--- src/rtl/irl_pkg.sv ---
package irl_pkg;

    localparam int unsigned IRL_WORD_W = 32;
    localparam int unsigned IRL_LVL_W  = $clog2(IRL_WORD_W);
    localparam int unsigned IRL_AST_W  = 4;

    typedef logic [IRL_WORD_W-1:0] irl_word_t;
    typedef logic [IRL_LVL_W-1:0]  irl_lvl_t;
    typedef logic [IRL_AST_W-1:0]  irl_ast_t;

    typedef struct packed {
        logic      trap;
        logic      take_seen;
        logic      unsup;
        irl_word_t summary;
        irl_lvl_t  id;
    } irl_state_t;

    function automatic irl_word_t irl_field_mask(input int lo, input int hi);
        irl_word_t m;
        m = '0;
        for (int b = 0; b < int'(IRL_WORD_W); b++) begin
            if (b >= lo && b <= hi) m[b] = 1'b1;
        end
        return m;
    endfunction

endpackage

--- src/rtl/irl_field_scan.sv ---
// Scans one request field in ascending order; the last set bit wins.
// OFFSET_MODE selects the level rule: 1 = relative to LO plus one,
// 0 = level equals the bit index.
module irl_field_scan
    import irl_pkg::*;
#(
    parameter int LO          = 4,
    parameter int HI          = 18,
    parameter bit OFFSET_MODE = 1'b1
) (
    input  irl_word_t req_i,
    output irl_word_t pend_o,
    output irl_lvl_t  lvl_o,
    output logic      any_o
);

    localparam irl_word_t FIELD_MASK = irl_field_mask(LO, HI);

    assign pend_o = req_i & FIELD_MASK;
    assign any_o  = |pend_o;

    generate
        if (OFFSET_MODE) begin : g_offset
            always_comb begin
                lvl_o = '0;
                for (int i = LO; i <= HI; i++) begin
                    if (pend_o[i]) lvl_o = irl_lvl_t'(i - LO + 1);
                end
            end
        end else begin : g_direct
            always_comb begin
                lvl_o = '0;
                for (int i = LO; i <= HI; i++) begin
                    if (pend_o[i]) lvl_o = irl_lvl_t'(i);
                end
            end
        end
    endgenerate

endmodule

--- src/rtl/irl_merge.sv ---
// Merges the two field results and decides whether to take an interrupt.
module irl_merge
    import irl_pkg::*;
(
    input  irl_word_t sw_pend_i,
    input  irl_lvl_t  sw_lvl_i,
    input  irl_word_t ext_pend_i,
    input  irl_lvl_t  ext_lvl_i,
    input  logic      ext_any_i,
    input  irl_lvl_t  cur_ipl_i,
    input  irl_ast_t  ast_req_i,
    output irl_word_t summary_o,
    output irl_lvl_t  lvl_o,
    output logic      ast_bad_o,
    output logic      take_o
);

    always_comb begin
        summary_o = sw_pend_i | ext_pend_i;
        // external field is scanned after software: it wins if present
        lvl_o     = ext_any_i ? ext_lvl_i : sw_lvl_i;
        ast_bad_o = |ast_req_i;
        take_o    = (lvl_o != '0) && (lvl_o > cur_ipl_i) && !ast_bad_o;
    end

endmodule

--- src/rtl/irq_level_resolver.sv ---
module irq_level_resolver
    import irl_pkg::*;
#(
    parameter int SW_LO  = 4,
    parameter int SW_HI  = 18,
    parameter int EXT_LO = 20,
    parameter int EXT_HI = 30
) (
    input  logic                  clk,
    input  logic                  rst_n,
    input  logic [IRL_WORD_W-1:0] sw_req_i,
    input  logic [IRL_WORD_W-1:0] ext_req_i,
    input  logic [IRL_LVL_W-1:0]  cur_ipl_i,
    input  logic [IRL_AST_W-1:0]  ast_req_i,
    output logic                  trap_o,
    output logic [IRL_WORD_W-1:0] summary_o,
    output logic [IRL_LVL_W-1:0]  int_id_o,
    output logic                  unsup_o
);

    irl_word_t  sw_pend, ext_pend, merged_sum;
    irl_lvl_t   sw_lvl, ext_lvl, merged_lvl;
    logic       sw_any, ext_any, ast_bad, take;
    irl_state_t st_d, st_q;

    irl_field_scan #(.LO(SW_LO), .HI(SW_HI), .OFFSET_MODE(1'b1)) u_sw_scan (
        .req_i  (sw_req_i),
        .pend_o (sw_pend),
        .lvl_o  (sw_lvl),
        .any_o  (sw_any)
    );

    irl_field_scan #(.LO(EXT_LO), .HI(EXT_HI), .OFFSET_MODE(1'b0)) u_ext_scan (
        .req_i  (ext_req_i),
        .pend_o (ext_pend),
        .lvl_o  (ext_lvl),
        .any_o  (ext_any)
    );

    irl_merge u_merge (
        .sw_pend_i  (sw_pend),
        .sw_lvl_i   (sw_lvl),
        .ext_pend_i (ext_pend),
        .ext_lvl_i  (ext_lvl),
        .ext_any_i  (ext_any),
        .cur_ipl_i  (cur_ipl_i),
        .ast_req_i  (ast_req_i),
        .summary_o  (merged_sum),
        .lvl_o      (merged_lvl),
        .ast_bad_o  (ast_bad),
        .take_o     (take)
    );

    always_comb begin
        st_d           = st_q;
        st_d.take_seen = take;
        st_d.unsup     = ast_bad;
        st_d.trap      = take && !st_q.take_seen;
        if (st_d.trap) begin
            st_d.summary = merged_sum;
            st_d.id      = merged_lvl;
        end
    end

    always_ff @(posedge clk or negedge rst_n) begin
        if (!rst_n) st_q <= '0;
        else        st_q <= st_d;
    end

    assign trap_o    = st_q.trap;
    assign summary_o = st_q.summary;
    assign int_id_o  = st_q.id;
    assign unsup_o   = st_q.unsup;

    // software-side presence is carried for completeness of the scan interface
    logic sw_any_unused;
    assign sw_any_unused = sw_any;

endmodule

--- config.mk ---
export PLATFORM = sky130hd
export DESIGN_NAME = irq_level_resolver
export DESIGN_NICKNAME = d
export VERILOG_FILES = /design/src/rtl/irl_pkg.sv /design/src/rtl/irl_field_scan.sv /design/src/rtl/irl_merge.sv /design/src/rtl/irq_level_resolver.sv
export SDC_FILE = /design/constraint.sdc
export NUM_CORES = 1
export LEC_CHECK = 0
export ABC_CLOCK_PERIOD_IN_PS = 1370
export BUFFER_PORTS_ARGS = -buffer_cell sky130_fd_sc_hd__buf_2
export CORE_MARGIN = 1.5
export CORE_UTILIZATION = 39
export CTS_CLUSTER_SIZE = 40
export DETAILED_ROUTE_END_ITERATION = 8
export GPL_ROUTABILITY_DRIVEN = 0
export PLACE_DENSITY = 0.73
export SLEW_MARGIN = 5
export SYNTH_ARGS = -nofsm -noshare
export SYNTH_HDL_FRONTEND = slang
export SYNTH_HIERARCHICAL = 1
export SYNTH_SLANG_ARGS = --single-unit
export TNS_END_PERCENT = 1
--- constraint.sdc ---
create_clock -name clk -period 1.37 [get_ports clk]
set_input_delay 0.274 -clock clk [delete_from_list [all_inputs] [get_ports clk]]
set_output_delay 0.274 -clock clk [all_outputs]
set_load 0.02 [all_outputs]
==> summary.md <==
| Metric | Value |
|---|---|
| Synth warnings | `6` |
| Most frequent cells in the layout | `buf_2 (74), dfrtp_1 (40), mux2_4 (39), conb_1 (39), or2_2 (32)` |
| Syn_area_per_cell | `10.5 sq um` |
| Cts bufs inserted | `5` |
| Hpwl dp | `4070 um` |
| Slowest CP cell | `or4_4` |
| Final setup viols | `39` |
| Worst-path clk slew | `0.08 ns` |
| Final setup skew | `0.00569 ns` |
| Post-Syn Instances | `290` |
| Die Span X | `91.4 um` |
| Final worst slack | `-1.57 ns` |
| Min Hold Slack | `around 0.21 ns` |
| CTS Root Cell | `clkbuf_8` |
| R2R setup slack | `0.11 ns` |
| Later-pin clock latency in the skew report | `0.30 ns` |
| Boundary Pins | `roughly 110` |
| CORE AREA | `0.00765 sq mm` |
| Clock power share | `0.209` |
| Drt via density | `slightly above 4` |
| Placed cell area | `around 0.0031 sq mm` |
| Failing checks | `setup timing` |
| Area Overhead vs Synth | `12.9%` |
| WL final | `5530 um` |
| Largest net degree at the start of global routing | `41` |
| GRT Total Usage | `0.130` |
| Drt wl/cell | `12.6 um` |
| Static Leak | `approximately 1.7 nW` |
| Internal power | `2.66 mW` |
| Clock sink count | `40` |
| Fin. max-slew vios | `0` |
| Switch share | `0.337` |
| Most common cell after layout, fill and taps aside | `buf_2` |
| Final critical-path required period | `2.94 ns` |
| Crit path cell chain | `buf_6, or4_4, nand2b_4, nand2b_4, mux2_4, ha_4, and3_4, a31oi_1, and3_4, nor2b_4, buf_6, buf_12, mux2_2` |
| CP endpoint kind | `flip-flop` |
| Unrepaired setup endpoints after global routing | `true` |
| Die Footprint | `0.00834 sq mm` |
| Starting Density | `0.398` |
| Grt total ovfl | `0` |
| Std-Cell Rows | `32` |
| CTS tree | `yes` |
| Status | `finished, violations left` |
| Share of layout cells above drive strength 1 | `0.609` |
| Cell Pwr Density | `1170 mW/mm^2` |
| First drt pass iteration count | `3` |
| Initial antenna violation count | `0` |
| Critical path arrival | `around 3.1 ns` |
| Startpoint types | `input pin` |
| Max Freq | `approximately 0.34 GHz` |
| Vias in the first global route | `1809` |
| H-tree lvl count | `2` |
| Routed Antenna Nets | `0` |
| Worst EP required | `1.56 ns` |
| Mapped cell area | `0.00304 sq mm` |
| Antenna cells | `0` |
| Worst IR Drop VDD | `0.511 mV` |
| First-pass GRT wire length | `about 8500 um` |
| Setup CP Type | `in2reg` |
| Port Buffers | `between 70 and 80` |
| Final #Nets | `about 420` |
| Design area | `0.00344 sq mm` |
| Iter 0 DRT Violations | `28` |
| Combinational fraction of design power | `0.380` |
| Via count | `between 1500 and 2000` |
| DRC Markers | `0` |
| Switch Pwr | `1.35 mW` |
| Final Hold Fails | `0` |
| Die Y | `91.4 um` |
| Maximum root-to-sink buffer count | `2` |
| Fin crit share | `2.15` |
| Hold Crit Class | `in2reg` |
| CP peak stage delay | `0.53 ns` |
| Max Cap Viol | `0` |
| Crit Path Max Fanout | `10` |
| Register share of total power | `0.411` |
cell type report:
cell class / instances / area (sq um)
fillers: 735 / 4210
flip-flops and latches: 40 / 1000
clock inverters: 2 / 10.0
multi-input cells: 173 / 1470
clock buffers: 6 / 82.6
well taps: 102 / 128
repair buffers: 109 / 716
inverters: 8 / 30.0
critical path, delay by kind of cell:
| family | cells | cell delay, ns |
|---|---|---|
| AND/OR/NAND/NOR | 6 | 1.39 |
| multiplexers | 2 | 0.67 |
| buffers and inverters | 3 | 0.36 |
| adder cells (fa/ha/maj) | 1 | 0.25 |
| AO/OA/AOI/OAI | 1 | 0.18 |
sequential cells by signal, indices dropped and copies added (netlist names):
| name | count |
|---|---|
| st_q | 1 |
| summary_o | 32 |
| int_id_o | 5 |
| unsup_o | 1 |
| trap_o | 1 |
stage by stage:
stage               total power, mW  setup TNS [ns]  worst slack, ns  cells  utilization
floorplan                      3.10          -61.07            -1.64    327            -
global placement               3.07          -68.16            -1.80    425        0.411
detailed placement             3.10          -71.43            -1.90    425        0.411
CTS                            3.99          -57.15            -1.52    434        0.429
global route                   4.26          -61.89            -1.64    440        0.449
finish                         4.02          -59.42            -1.57    440        0.449
power groups by stage:
stage / clock network, mW / registers [mW] / logic [mW]
2_1_floorplan: 0 / 1.63 / 1.48
3_3_place_gp: 0 / 1.67 / 1.40
3_5_place_dp: 0 / 1.67 / 1.43
4_1_cts: 0.872 / 1.66 / 1.46
5_1_grt: 0.929 / 1.69 / 1.64
6_report: 0.838 / 1.65 / 1.53
final timing paths:
kind                          startpoint             to  cells after the start
max                        ext_req_i[27]    int_id_o[2]                     13
min                         ast_req_i[2]        unsup_o                      2
max reg2reg                     st_q[38]    int_id_o[2]                      4
min reg2reg                 summary_o[8]   summary_o[8]                      1
max in group asynchronous          rst_n  summary_o[10]                      3
min in group asynchronous          rst_n  summary_o[27]                      3
metal layers:
metal  global-route usage  wire length [um]
met2                0.222              2650
met1                0.155              2470
met5                    0                 0
met4               0.0430                98
met3               0.0385               317
what timing repair did:
item | in CTS | in global routing
hold buffers | 1 | 0
pin swaps | 0 | 3
gates resized for setup | 8 | 17
hold endpoints to repair | 40 | 0
setup buffers | 0 | 4
gates cloned | 0 | 2
setup endpoints to repair | 39 | 39
No activity file was read; power rests on OpenSTA's default activity.
